===== config.mk =====
export PLATFORM = sky130hd
export DESIGN_NAME = hport_regs
export DESIGN_NICKNAME = d
export VERILOG_FILES = /design/src/rtl/hport_pkg.sv /design/src/rtl/hport_sync.sv /design/src/rtl/hport_sticky.sv /design/src/rtl/hport_status.sv /design/src/rtl/hport_chan.sv /design/src/rtl/hport_regs.sv
export SDC_FILE = /design/constraint.sdc
export NUM_CORES = 1
export LEC_CHECK = 0
export CORE_ASPECT_RATIO = 1.75
export CORE_MARGIN = 4
export CORE_UTILIZATION = 43
export DETAILED_ROUTE_END_ITERATION = 8
export GPL_TIMING_DRIVEN = 0
export PLACE_DENSITY = 0.8
export SLEW_MARGIN = 5
export SYNTH_ARGS = -nofsm -noshare
export SYNTH_HDL_FRONTEND = slang
export SYNTH_SLANG_ARGS = --single-unit

===== constraint.sdc =====
create_clock -name clk -period 1.5 [get_ports clk]
set_input_delay 0.3 -clock clk [delete_from_list [all_inputs] [get_ports clk]]
set_output_delay 0.3 -clock clk [all_outputs]
set_load 0.01 [all_outputs]

===== src/rtl/hport_pkg.sv =====
package hport_pkg;

  localparam int ADDR_W = 12;
  localparam int DATA_W = 32;

  localparam logic [ADDR_W-1:0] OFS_CHAN_SUM  = 12'h414;
  localparam logic [ADDR_W-1:0] OFS_CHAN_MASK = 12'h418;
  localparam logic [ADDR_W-1:0] OFS_PORT_STAT = 12'h440;

  // Port status layout: field order sets bit positions 5..0.
  typedef struct packed {
    logic ovc_chg;   // bit 5
    logic ovc;       // bit 4
    logic en_chg;    // bit 3
    logic en;        // bit 2
    logic conn_chg;  // bit 1
    logic conn;      // bit 0
  } port_stat_t;

  localparam int STAT_W = $bits(port_stat_t);

endpackage


===== src/rtl/hport_sync.sv =====
module hport_sync #(
  parameter int W      = 1,
  parameter int STAGES = 2
) (
  input  logic         clk,
  input  logic         rst_n,
  input  logic [W-1:0] d_i,
  output logic [W-1:0] q_o
);
  logic [W-1:0] stage_q [STAGES];

  for (genvar s = 0; s < STAGES; s++) begin : g_stage
    always_ff @(posedge clk or negedge rst_n) begin
      if (!rst_n) stage_q[s] <= '0;
      else if (s == 0) stage_q[s] <= d_i;
      else stage_q[s] <= stage_q[(s == 0) ? 0 : s-1];
    end
  end

  assign q_o = stage_q[STAGES-1];
endmodule


===== src/rtl/hport_sticky.sv =====
module hport_sticky #(
  parameter int W = 1
) (
  input  logic         clk,
  input  logic         rst_n,
  input  logic [W-1:0] evt_i,
  input  logic [W-1:0] clr_i,
  output logic [W-1:0] flag_o
);
  // A new event outranks a clear in the same cycle.
  always_ff @(posedge clk or negedge rst_n) begin
    if (!rst_n) flag_o <= '0;
    else        flag_o <= (flag_o & ~clr_i) | evt_i;
  end
endmodule


===== src/rtl/hport_status.sv =====
module hport_status
  import hport_pkg::*;
(
  input  logic              clk,
  input  logic              rst_n,
  input  logic              conn_s_i,
  input  logic              ovc_s_i,
  input  logic              en_grant_i,
  input  logic              wr_i,
  input  logic [STAT_W-1:0] wbits_i,
  output port_stat_t        stat_o
);
  port_stat_t wr_view;
  logic       conn_d, ovc_d, en_q, en_d;
  logic [2:0] evt, clr, flags;

  assign wr_view = port_stat_t'(wbits_i);

  always_ff @(posedge clk or negedge rst_n) begin
    if (!rst_n) begin
      conn_d <= 1'b0;
      ovc_d  <= 1'b0;
      en_q   <= 1'b0;
      en_d   <= 1'b0;
    end else begin
      conn_d <= conn_s_i;
      ovc_d  <= ovc_s_i;
      en_d   <= en_q;
      if (wr_i && !wr_view.en) en_q <= 1'b0;   // software clear wins
      else if (en_grant_i)     en_q <= 1'b1;
    end
  end

  assign evt = {ovc_s_i ^ ovc_d, en_q ^ en_d, conn_s_i & ~conn_d};
  assign clr = wr_i ? {wr_view.ovc_chg, wr_view.en_chg, wr_view.conn_chg} : 3'b000;

  hport_sticky #(.W(3)) u_flags (
    .clk   (clk),
    .rst_n (rst_n),
    .evt_i (evt),
    .clr_i (clr),
    .flag_o(flags)
  );

  always_comb begin
    stat_o          = '0;
    stat_o.conn     = conn_s_i;
    stat_o.conn_chg = flags[0];
    stat_o.en       = en_q;
    stat_o.en_chg   = flags[1];
    stat_o.ovc      = ovc_s_i;
    stat_o.ovc_chg  = flags[2];
  end
endmodule


===== src/rtl/hport_chan.sv =====
module hport_chan #(
  parameter int NCH = 16
) (
  input  logic           clk,
  input  logic           rst_n,
  input  logic [NCH-1:0] irq_i,
  input  logic           wr_mask_i,
  input  logic [NCH-1:0] wmask_i,
  output logic [NCH-1:0] sum_o,
  output logic [NCH-1:0] mask_o
);
  always_ff @(posedge clk or negedge rst_n) begin
    if (!rst_n) begin
      sum_o  <= '0;
      mask_o <= '0;
    end else begin
      sum_o <= irq_i;
      if (wr_mask_i) mask_o <= wmask_i;
    end
  end
endmodule


===== src/rtl/hport_regs.sv =====
module hport_regs
  import hport_pkg::*;
#(
  parameter int NCH = 16
) (
  input  logic              clk,
  input  logic              rst_n,
  input  logic              connect_i,
  input  logic              ovc_i,
  input  logic              en_grant_i,
  input  logic [NCH-1:0]    chan_irq_i,
  input  logic              wr_en_i,
  input  logic              rd_en_i,
  input  logic [ADDR_W-1:0] addr_i,
  input  logic [DATA_W-1:0] wdata_i,
  output logic [DATA_W-1:0] rdata_o,
  output logic              irq_o
);
  localparam int PAD_CH = DATA_W - NCH;
  localparam int PAD_ST = DATA_W - STAT_W;

  logic [1:0]        sync_q;
  logic [NCH-1:0]    sum, mask;
  port_stat_t        stat;
  logic [STAT_W-1:0] status_w;
  logic              hit_sum, hit_mask, hit_stat;
  logic [DATA_W-1:0] rd_mux;
  wire               unused_wdata = ^wdata_i;

  assign hit_sum  = (addr_i == OFS_CHAN_SUM);
  assign hit_mask = (addr_i == OFS_CHAN_MASK);
  assign hit_stat = (addr_i == OFS_PORT_STAT);

  hport_sync #(.W(2), .STAGES(2)) u_sync (
    .clk  (clk),
    .rst_n(rst_n),
    .d_i  ({ovc_i, connect_i}),
    .q_o  (sync_q)
  );

  hport_status u_status (
    .clk       (clk),
    .rst_n     (rst_n),
    .conn_s_i  (sync_q[0]),
    .ovc_s_i   (sync_q[1]),
    .en_grant_i(en_grant_i),
    .wr_i      (wr_en_i && hit_stat),
    .wbits_i   (wdata_i[STAT_W-1:0]),
    .stat_o    (stat)
  );

  hport_chan #(.NCH(NCH)) u_chan (
    .clk      (clk),
    .rst_n    (rst_n),
    .irq_i    (chan_irq_i),
    .wr_mask_i(wr_en_i && hit_mask),
    .wmask_i  (wdata_i[NCH-1:0]),
    .sum_o    (sum),
    .mask_o   (mask)
  );

  assign status_w = stat;

  always_comb begin
    rd_mux = '0;
    if (hit_sum)       rd_mux = {{PAD_CH{1'b0}}, sum};
    else if (hit_mask) rd_mux = {{PAD_CH{1'b0}}, mask};
    else if (hit_stat) rd_mux = {{PAD_ST{1'b0}}, status_w};
  end

  always_ff @(posedge clk or negedge rst_n) begin
    if (!rst_n)       rdata_o <= '0;
    else if (rd_en_i) rdata_o <= rd_mux;
  end

  assign irq_o = (|(sum & mask)) | stat.conn_chg | stat.en_chg | stat.ovc_chg;
endmodule


# After elaboration in Yosys (flattened, before gate mapping)
# Index checks and enable logic that the tools add are counted.
[totals]
ff_bits = 75
in_bits = 67
wordCells = 36
[classes]
eq_ne = 3
n_mux = 6
bitwise = 11
n_reduce_logical = 6
[op_table]
columns = ["op", "n"]
rows = [
  ["== test 12 x 11 -> 1 bit, second input constant", 3],
  ["two-way mux 32 bit", 1],
  ["AND 16 bit", 1],
  ["two-way mux 16 bit", 1],
  ["OR reduction 16 bit", 1],
  ["two-way mux 6 bit", 1],
  ["AND 3 bit", 1],
  ["logical AND 1 bit", 3],
  ["two-way mux 3 bit", 1],
  ["inverter 3 bit", 1],
  ["OR 1 bit", 3],
  ["OR 3 bit", 1],
  ["two-way mux 1 bit", 2],
  ["nonzero test 2 bit", 1],
  ["XOR 1 bit", 2],
  ["AND 1 bit", 1],
  ["logical NOT 1 bit", 1],
  ["inverter 1 bit", 1],
]

# Depth between registers and ports, before layout
# Gate-level depths: netlist (run 1).
[depth]
word_depth = 6
ltp_mapped = 7

# Hierarchy
# From an unflattened synthesis (run 1), not the netlist that was laid out.
[hier_totals]
hier_cells = 191
area_unflattened_um2 = 2549.9
[by_module_without_submodules]
columns = ["mod", "n_inst", "cells_per_inst", "area_per_inst_um2"]
rows = [
  ["hport_regs", 1, 110, 1094.8],
  ["hport_chan", 1, 50, 1049.8],
  ["hport_status", 1, 16, 181.4],
  ["hport_sync", 1, 6, 115.1],
  ["hport_sticky", 1, 9, 108.9],
]

# Least setup slack after synthesis (run 1)
# Ideal clock, no wire load.
[synth_path]
path_kind = "input port to flip-flop"
start = "input addr_i[11]"
end = "register u_chan.mask_o[8]"
setup_ps = 127
t_arrival_ps = 1719
setup_slack_ps = -346
stages = 6
path_buffers = 2
path_cell_list = "or4b_4 > nor3_2 > and3_1 > buf_6 > buf_12 > mux2_1"
[synth_via]
elab_chain_cells = 2
[synth_rtl]
columns = ["element", "line", "source"]
rows = [
  ["start: declaration", "hport_regs.sv:14", "input logic [ADDR_W-1:0] addr_i,"],
  ["== test 12 x 11 -> 1 bit", "hport_regs.sv:31", "assign hit_mask = (addr_i == OFS_CHAN_MASK);"],
  ["logical AND 1 bit", "hport_regs.sv:56", ".wr_mask_i(wr_en_i && hit_mask),"],
  ["end signal: assignment", "hport_chan.sv:18", "if (wr_mask_i) mask_o <= wmask_i;"],
  ["end: declaration", "hport_chan.sv:10", "output logic [NCH-1:0] mask_o"],
]
# No other way between the ends.
# A chain may end at the register's enable or synchronous reset.

# Worst setup path after layout (run 1)
[layout_path]
start = "register u_chan.sum_o[8]"
end = "output irq_o"
[layout_via]
elab_chain_cells = 5
[layout_rtl]
columns = ["element", "line", "source"]
rows = [
  ["start: declaration", "hport_chan.sv:9", "output logic [NCH-1:0] sum_o,"],
  ["start signal: assignment", "hport_chan.sv:17", "sum_o <= irq_i;"],
  ["AND 16 bit", "hport_regs.sv:76", "assign irq_o = (|(sum & mask)) | stat.conn_chg | stat.en_chg | stat.ovc_chg;"],
  ["OR reduction 16 bit", "hport_regs.sv:76", ""],
  ["OR 1 bit (3 in a row)", "hport_regs.sv:76", ""],
  ["end: declaration", "hport_regs.sv:17", "output logic irq_o"],
]
# No other way between the ends.

==> impl_metrics.env, run 1 <==
export IMPL_viasPerCell=5.05
export IMPL_nNetsFinal=351
export IMPL_power_frac_seq=0.519
export IMPL_path_class="reg -> out"
export IMPL_grt_pass1_vias=1912
export IMPL_finalHoldViolCount=0
export IMPL_dr_pass1_iters=4
export IMPL_p_clk_frac=0.397
export IMPL_max_slew_worst_pin_slew_ns=0.724
export IMPL_setup_violations=17
export IMPL_wl_per_cell_um=17.3
export IMPL_ys_warn_count=0
export IMPL_ys_ff_latch=59
export IMPL_cts_root_buf="clkbuf_8"
export IMPL_synth_cell_types=33
export IMPL_die_h_um=108
export IMPL_combPwrFrac=0.084
export IMPL_fmax_mhz=498
export IMPL_grtUsageTotal=0.192
export IMPL_failed_checks="setup timing"
export IMPL_drtIter0Drc=76
export IMPL_synth_avg_cell_area_sq_um=13.6
export IMPL_timing_rr_start="u_sync.q_o[1]$_DFF_PN0_"
export IMPL_holdWs_ns=0.0149
export IMPL_postSynthCellCount=181
export IMPL_dieArea_sq_um=7030
export IMPL_slowest_delay_ns=0.39
export IMPL_synthArstFlopShare=1.00
export IMPL_drive_above_1_share=0.284
export IMPL_p_switching_mw=0.712
export IMPL_setup_tns_ns=-2.16
export IMPL_crit_path_max_fanout=2
export IMPL_grt_antenna_before_repair=0
export IMPL_synth_area_leaders="dfrtp_1 (60%), mux2_4 (5.5%), buf_4 (4.9%), a221o_1 (4.1%), a221oi_1 (3.2%)"
export IMPL_fin_worst_skew_ns=0.00842
export IMPL_rsz0062_at_grt="yes"
export IMPL_post_route_period_util=1.34
export IMPL_critPathLaunchType="flip-flop"
export IMPL_num_io_pins=100
export IMPL_clk_pin_slew_worst_paths_ns=0.07
export IMPL_slew_headroom=0.517
export IMPL_mostFrequentLayoutCells="dfrtp_1 (59), clkdlybuf4s50_1 (39), buf_4 (24)"
export IMPL_initial_core_util=0.443
export IMPL_overflow=0
export IMPL_drv_cap=0
export IMPL_grt_max_degree=33
export IMPL_ys_seq_area_frac=0.602
export IMPL_cts_tree="done"
export IMPL_place_ws_ns=-0.975
export IMPL_n_antenna_cell=0
export IMPL_dp_hpwl_mm=4.31
export IMPL_layout_commonest_cell="dfrtp_1"
export IMPL_synthFlopType="dfrtp_1"
export IMPL_routabilityCongestion=0.767
export IMPL_endpoint_kind="output port"
export IMPL_drt_wl_total_mm=6.33
export IMPL_num_vias=1842
export IMPL_clock_latency_ns=0.34
export IMPL_numCtsBuffers=9
export IMPL_row_count=36
export IMPL_synth_edff_count=0
export IMPL_synth_top_area_frac=0.602
export IMPL_clockBufferDepth=2
export IMPL_hp_class="in -> async"
export IMPL_port_buffers=67
export IMPL_netlist_area_sq_um=2450
export IMPL_cp_arrival_ns=1.71
export IMPL_h_tree_depth=3
export IMPL_area_growth_pct=48.5
export IMPL_antenna_left=0
export IMPL_maxSlewViolCount=0
export IMPL_clock_sinks=59
export IMPL_cp_startpoint="u_chan.sum_o[8]$_DFF_PN0_"
export IMPL_p_leak_nw=1.71
export IMPL_die_x_um=65.1
export IMPL_core_sq_um=5540
export IMPL_power_mw=3.18
export IMPL_grt_pass1_wl_mm=9.87
export IMPL_switching_share=0.224
export IMPL_cp_required_ns=1.20
export IMPL_post_route_min_period_ns=2.01
export IMPL_cp_slowest_cell="dfrtp_1"
export IMPL_p_per_area_nw_per_um2=874
export IMPL_p_int_mw=2.47
export IMPL_yosysTopAreaCell="dfrtp_1"
export IMPL_status="finished with violations"
export IMPL_setup_ws_ns=-0.508
export IMPL_drc=0
export IMPL_cp_cell_sequence="a22o_1 > a221oi_2 > and3_1 > nand4_1 > buf_2"
export IMPL_ir_drop_uv=632
## stage by stage
step	utilization	cell area (sq um)	instances
after global routing	0.658	3640	365
after global placement	0.593	3290	339
after floorplan	-	2520	196
after detailed placement	0.596	3300	340
after CTS	0.651	3600	362
final	0.658	3640	365
## cell families (layout without fill, tap and decap cells)
family          Yosys count  after routing  share of synthesized area
flops                    59             59                      0.602
compound gates           40             40                      0.137
buf+inv                  33            126                     0.0862
simple gates             30             30                     0.0795
mux                      16             16                     0.0872
xor+xnor                  2              2                    0.00714
other cells               1             16                    0.00153
## power groups by stage
stage	Clock (mW)	Combinational, mW	Sequential, mW
after floorplan	0	0.0758	1.67
after global placement	0	0.254	1.68
after detailed placement	0	0.262	1.68
after CTS	1.28	0.261	1.65
after global routing	1.35	0.289	1.65
final	1.26	0.267	1.65
## metal layers
layer  vias to the layer above  share of wire  track usage
li1                        848              -            -
met1                       910           0.37        0.209
met2                        75           0.55        0.342
met3                         9          0.062       0.0522
met4                         0          0.021       0.0831
met5                         -              0            0
## area by class of cell
| cell class | instances | area, sq um |
|---|---|---|
| tap | 76 | 95.1 |
| sequential | 59 | 1480 |
| multi-input combinational | 104 | 901 |
| buffer | 22 | 190 |
| clock buffer | 14 | 163 |
| inverter | 7 | 26.3 |
| clock inverter | 2 | 10.0 |
| fill | 429 | 1900 |
| timing repair buffer | 81 | 782 |
## path summary, 6_finish.rpt
path	slack, ns	end	depth (start not counted)
hold / removal	0.01	rdata_o[0]$_DFFE_PN0P_	1
max in group asynchronous	0.89	u_chan.mask_o[11]$_DFFE_PN0P_	2
setup reg to reg	0.50	rdata_o[4]$_DFFE_PN0P_	2
setup / recovery	-0.51	irq_o	5
min in group clk	0.35	u_sync.q_o[1]$_DFF_PN0_	0
hold reg to reg	0.35	u_sync.q_o[1]$_DFF_PN0_	0
## cells in the mapped netlist (2+ instances only)
cell / instances
dfrtp_1: 59
buf_4: 16
a221o_1: 10
nor2b_1: 10
a221oi_1: 9
mux2_4: 9
inv_1: 7
mux2_2: 6
o211ai_1: 6
o22ai_1: 6
and3_1: 5
clkbuf_1: 5
a22o_1: 4
nand4_1: 4
a21o_1: 2
a22oi_1: 2
buf_2: 2
nor2_1: 2
nor3_1: 2
xor2_1: 2
## state kept, by name (all words and copies together), names as in the netlist
register	count
rdata_o	16
u_chan.mask_o	16
u_chan.sum_o	16
u_status.u_flags.flag_o	3
u_sync.q_o	2
u_sync.stage_q	2
u_status.conn_d	1
u_status.en_d	1
u_status.en_q	1
u_status.ovc_d	1
## repair_timing
item                       4_1_cts  5_1_grt
pin swaps                        6        8
setup buffers                    7        4
setup endpoints to repair       53       36
resized for setup               67       12
hold buffers                     0        0
gates cloned                     1        1
## worst max-delay path, delay by kind of cell (launching register included)
family,cells,cell delay [ns]
buffers and inverters,1,0.16
DFF,1,0.39
and+or+nand+nor,2,0.32
AOI/OAI and AO/OA,2,0.50
(Power assumes the default switching activity.)
==> inputs of run 2 (changes only) <==
Settings changed: CORE_UTILIZATION 43 to 39, PLACE_DENSITY 0.8 to 0.77.
Clock period 1.5 ns to 1.8 ns, I/O delays scaled along.
==> run 2 against run 1 <==
Effect of this change:
- the run still ends with setup timing left
- clock skew rose by 0.00053 ns
- largest cell class unchanged
- combinational power fell by 17%
- global-route usage shrank 1.9 points
- largest power group unchanged
- first-iteration DRC count stayed put
==> impl_metrics.env, run 2 (synthesized netlist as in run 1, its figures left out) <==
export IMPL_nNetsFinal=346
export IMPL_utilization=0.588
export IMPL_grt_antenna_before_repair=0
export IMPL_wl_per_cell_um=16.6
export IMPL_dp_cells=344
export IMPL_grt_pass1_wl_mm=9.67
export IMPL_reg_top3="rdata_o x16, u_chan.mask_o x16, u_chan.sum_o x16"
export IMPL_fmax_mhz=510
export IMPL_dieArea_sq_um=7670
export IMPL_drtIter0Drc=76
export IMPL_initial_core_util=0.397
export IMPL_num_io_pins=100
export IMPL_setup_violations=1
export IMPL_post_route_min_period_ns=1.96
export IMPL_overflow=0
export IMPL_setup_ws_ns=-0.162
export IMPL_clk_pin_slew_worst_paths_ns=0.07
export IMPL_path_buf_inv=1
export IMPL_seq_area_sq_um=1480
export IMPL_status="finished with violations"
export IMPL_drive_above_1_share=0.254
export IMPL_port_buffers=67
export IMPL_endpoint_kind="output port"
export IMPL_numCtsBuffers=9
export IMPL_cts_root_buf="clkbuf_8"
export IMPL_fin_worst_skew_ns=0.00894
export IMPL_cp_cell_sequence="a22o_1 > a221oi_2 > and3_1 > nand4_1 > buf_2"
export IMPL_max_slew_worst_pin_slew_ns=0.523
export IMPL_multiInputGateArea_sq_um=901
export IMPL_h_tree_depth=3
export IMPL_clockBufferDepth=2
export IMPL_stdcell_area_sq_um=3630
export IMPL_die_x_um=68.0
export IMPL_slowest_delay_ns=0.40
export IMPL_mostFrequentLayoutCells="dfrtp_1 (59), clkdlybuf4s50_1 (55), buf_4 (22)"
export IMPL_path_delay_family="compound AO/OA/AOI/OAI gates"
export IMPL_cp_arrival_ns=1.60
export IMPL_row_count=38
export IMPL_place_ws_ns=-0.713
export IMPL_clock_sinks=59
export IMPL_finalHoldViolCount=0
export IMPL_num_vias=1814
export IMPL_area_growth_pct=48.1
export IMPL_path_class="reg -> out"
export IMPL_n_antenna_cell=0
export IMPL_cts_tree="done"
export IMPL_cp_required_ns=1.44
export IMPL_core_sq_um=6180
export IMPL_grt_pass1_vias=1973
export IMPL_antenna_left=0
export IMPL_place_area_sq_um=3300
export IMPL_final_cells=363
export IMPL_slew_headroom=0.651
export IMPL_p_leak_nw=1.65
export IMPL_post_route_period_util=1.09
export IMPL_failed_checks="setup timing"
export IMPL_dr_pass1_iters=4
export IMPL_grt_max_degree=38
export IMPL_ir_drop_uv=486
export IMPL_drc=0
export IMPL_critPathLaunchType="flip-flop"
export IMPL_viasPerCell=5.00
export IMPL_layout_commonest_cell="dfrtp_1"
export IMPL_die_h_um=113
export IMPL_p_per_area_nw_per_um2=764
export IMPL_setup_tns_ns=-0.162
export IMPL_rsz0062_at_grt="yes"
export IMPL_clock_latency_ns=0.33
export IMPL_cp_slowest_cell="dfrtp_1"
export IMPL_routabilityCongestion=0.784
export IMPL_fillers=523
export IMPL_drv_cap=0
export IMPL_crit_path_max_fanout=3
export IMPL_dp_hpwl_mm=4.31
export IMPL_maxSlewViolCount=0
export IMPL_hp_class="in -> async"
export IMPL_grtUsageTotal=0.172
export IMPL_drt_wl_total_mm=6.02
run 2: cell count changes in the layout (fill, tap and decap cells not counted), moves of 2 or more:
cell / before / now
buf_6: 9 / 0
buf_2: 3 / 5
and3_4: 3 / 1
clkdlybuf4s50_1: 39 / 55
dlymetal6s2s_1: 0 / 6
buf_4: 24 / 22
dlygate4sd2_1: 22 / 1
run 2: what timing repair did:
| action | CTS | global route |
|---|---|---|
| hold buffers | 0 | 0 |
| cloned | 1 | 0 |
| endpoints found under the setup margin | 33 | 28 |
| buffers inserted | 6 | 0 |
| pin swaps | 6 | 1 |
| resized for setup | 35 | 7 |
run 2: path summary, 6_finish.rpt:
kind / start / to / slack (ns) / cells after the start
setup / recovery: u_chan.mask_o[9]$_DFFE_PN0P_ / irq_o / -0.16 / 5
hold / removal: rst_n / rdata_o[14]$_DFFE_PN0P_ / 0.002 / 1
setup reg to reg: u_status.en_q$_DFFE_PN0P_ / rdata_o[2]$_DFFE_PN0P_ / 0.81 / 2
hold reg to reg: u_sync.stage_q[2]$_DFF_PN0_ / u_sync.q_o[0]$_DFF_PN0_ / 0.35 / 0
max in group asynchronous: rst_n / u_chan.mask_o[15]$_DFFE_PN0P_ / 1.21 / 2
min in group clk: u_sync.stage_q[2]$_DFF_PN0_ / u_sync.q_o[0]$_DFF_PN0_ / 0.35 / 0
run 2: worst reg2reg max path, delay by kind of cell (launching register included):
family             cells  cell delay (ns)
AOI/OAI and AO/OA      2             0.43
DFF                    1             0.42
run 2: cell type report:
class / instances / share of cell area
Multi-Input combinational cell: 104 / 0.248
Tap cell: 80 / 0.0275
Clock buffer: 13 / 0.0437
Timing Repair Buffer: 75 / 0.210
Buffer: 23 / 0.0475
Sequential cell: 59 / 0.406
Clock inverter: 2 / 0.00964
Inverter: 7 / 0.00723
run 2: through the flow:
stage                     hold slack, ns  total power [mW]
after floorplan                   0.0644              1.45
after global placement             0.332              1.61
after detailed placement           0.337              1.61
after CTS                         0.0148              2.79
after global routing              0.0367              2.87
final                            0.00184              2.78
run 2: metal layers:
| layer | global-route usage | part of all wire | vias to the layer above |
|---|---|---|---|
| met3 | 0.0328 | 0.048 | 7 |
| li1 | - | - | 835 |
| met1 | 0.184 | 0.37 | 911 |
| met2 | 0.307 | 0.57 | 61 |
| met4 | 0.0903 | 0.018 | 0 |
| met5 | 0 | 0 | - |
run 2: power breakdown:
| part | switching (mW) | total, mW | internal (mW) |
|---|---|---|---|
| Clock | 0.472 | 1.18 | 0.706 |
| Combinational | 0.0883 | 0.221 | 0.133 |
| Sequential | 0.0206 | 1.38 | 1.36 |
==> inputs of run 3 (changes only) <==
Settings changed: CORE_MARGIN 4 to 1.
==> run 3 against run 2 <==
Effect of this change:
- the run still ends with setup timing left
- register-to-register slack hardly changed
- total power fell by 8.0%
- critical path depth unchanged
- global-route usage up 2.6 points
- routed wire length is 1.3% lower
- core utilization up 1.3 points
- critical endpoint unchanged
- clock skew down 0.0047 ns
- flip-flop and latch count did not move
- sequential power about the same
- highest routed layer unchanged
- maximum frequency is 0.93% lower
==> impl_metrics.env, run 3 (synthesized netlist as in run 1, its figures left out) <==
export IMPL_failed_checks="setup timing"
export IMPL_routabilityCongestion=0.766
export IMPL_antenna_left=0
export IMPL_ir_drop_uv=733
export IMPL_rsz0062_at_grt="yes"
export IMPL_grt_antenna_before_repair=0
export IMPL_clk_pin_slew_worst_paths_ns=0.05
export IMPL_grtUsageTotal=0.199
export IMPL_grt_pass1_wl_mm=9.27
export IMPL_mostFrequentLayoutCells="dfrtp_1 (59), clkdlybuf4s50_1 (56), buf_4 (21)"
export IMPL_drv_cap=0
export IMPL_dr_pass1_iters=4
export IMPL_drc=0
export IMPL_p_per_area_nw_per_um2=711
export IMPL_seq_area_sq_um=1480
export IMPL_crit_path_max_fanout=2
export IMPL_post_route_period_util=1.10
export IMPL_overflow=0
export IMPL_hp_class="in -> async"
export IMPL_grt_max_degree=35
export IMPL_setup_ws_ns=-0.180
export IMPL_p_leak_nw=1.63
export IMPL_cp_arrival_ns=1.62
export IMPL_place_ws_ns=-0.706
export IMPL_clockBufferDepth=2
export IMPL_num_io_pins=100
export IMPL_post_route_min_period_ns=1.98
export IMPL_layout_commonest_cell="dfrtp_1"
export IMPL_wl_per_cell_um=16.5
export IMPL_power_mw=2.55
export IMPL_n_antenna_cell=0
export IMPL_clock_latency_ns=0.32
export IMPL_critPathLaunchType="flip-flop"
export IMPL_dieArea_sq_um=6630
export IMPL_reg_top3="rdata_o x16, u_chan.mask_o x16, u_chan.sum_o x16"
export IMPL_num_vias=1833
export IMPL_h_tree_depth=3
export IMPL_finalHoldViolCount=0
export IMPL_die_x_um=62.0
export IMPL_port_buffers=67
export IMPL_cts_hold_buf=0
export IMPL_numCtsBuffers=9
export IMPL_fillers=473
export IMPL_final_cells=359
export IMPL_cp_required_ns=1.44
export IMPL_core_sq_um=5970
export IMPL_holdWs_ns=0.120
export IMPL_viasPerCell=5.11
export IMPL_grt_pass1_vias=1926
export IMPL_fmax_mhz=505
export IMPL_cts_root_buf="clkbuf_8"
export IMPL_row_count=37
export IMPL_drt_wl_total_mm=5.94
export IMPL_endpoint_kind="output port"
export IMPL_max_slew_worst_pin_slew_ns=0.791
export IMPL_path_class="reg -> out"
export IMPL_initial_core_util=0.411
export IMPL_fin_worst_skew_ns=0.00427
export IMPL_drtIter0Drc=74
export IMPL_setup_violations=1
export IMPL_utilization=0.602
export IMPL_dp_hpwl_mm=4.10
export IMPL_drive_above_1_share=0.256
export IMPL_clock_sinks=59
export IMPL_status="finished with violations"
export IMPL_area_growth_pct=46.4
export IMPL_multiInputGateArea_sq_um=878
export IMPL_die_h_um=107
export IMPL_dp_cells=342
export IMPL_slew_headroom=0.472
export IMPL_nNetsFinal=346
export IMPL_maxSlewViolCount=0
export IMPL_cts_tree="done"
-- run 3: cell count changes in the layout (fill, tap and decap cells not counted), sizes merged --
cell | before | now
buf | 31 | 34
bufinv | 1 | 0
clkbuf | 17 | 16
clkdlybuf4s15 | 1 | 0
clkdlybuf4s50 | 55 | 56
clkinv | 1 | 0
dlygate4sd2 | 1 | 0
dlymetal6s2s | 6 | 5
-- run 3: path summary, 6_finish.rpt --
kind / start / endpoint / slack [ns] / cells after the start
worst max-delay path: u_chan.sum_o[9]$_DFF_PN0_ / irq_o / -0.18 / 5
worst min-delay path: rst_n / u_chan.sum_o[1]$_DFF_PN0_ / 0.12 / 1
worst max register to register: u_chan.mask_o[0]$_DFFE_PN0P_ / rdata_o[0]$_DFFE_PN0P_ / 0.82 / 2
worst min register to register: u_sync.stage_q[2]$_DFF_PN0_ / u_sync.q_o[0]$_DFF_PN0_ / 0.34 / 0
max in group asynchronous: rst_n / u_sync.q_o[1]$_DFF_PN0_ / 1.09 / 2
min in group clk: u_sync.stage_q[2]$_DFF_PN0_ / u_sync.q_o[0]$_DFF_PN0_ / 0.34 / 0
-- run 3: final cells by class --
| cell class | count | area share |
|---|---|---|
| buffer | 22 | 0.0481 |
| timing repair buffer | 76 | 0.220 |
| tap | 78 | 0.0272 |
| clock buffer | 13 | 0.0414 |
| sequential | 59 | 0.411 |
| inverter | 7 | 0.00731 |
| multi-input combinational | 104 | 0.245 |
-- run 3: metrics by stage --
step / instance area, sq um / TNS, ns
2_1_floorplan: 2520 / -0.798
3_3_place_gp: 3280 / -97.48
3_5_place_dp: 3310 / -19.62
4_1_cts: 3560 / -0.265
5_1_grt: 3590 / -0.260
6_report: 3590 / -0.180
-- run 3: critical path, cell delays in order, from the launching register on --
cell	delay (ns)
dfrtp_1	0.39
a22o_1	0.26
a221oi_2	0.19
and3_1	0.19
nand4_1	0.10
buf_2	0.17
-- run 3: metal layers --
metal	vias to the layer above	GRT usage	routed length, um
li1	829	-	-
met3	13	0.0567	311
met1	896	0.212	2190
met5	-	0	0
met2	95	0.342	3300
met4	0	0.0952	129
-- run 3: what timing repair did --
item | 4_1_cts | 5_1_grt
gates resized for setup | 31 | 7
setup buffers | 6 | 1
pin swaps | 5 | 6
setup endpoints to repair | 35 | 28
cloned | 1 | 0
-- run 3: power breakdown --
part,switching [mW],internal [mW],total [mW]
registers,0.0206,1.36,1.38
logic,0.0903,0.134,0.225
clock network,0.436,0.515,0.951
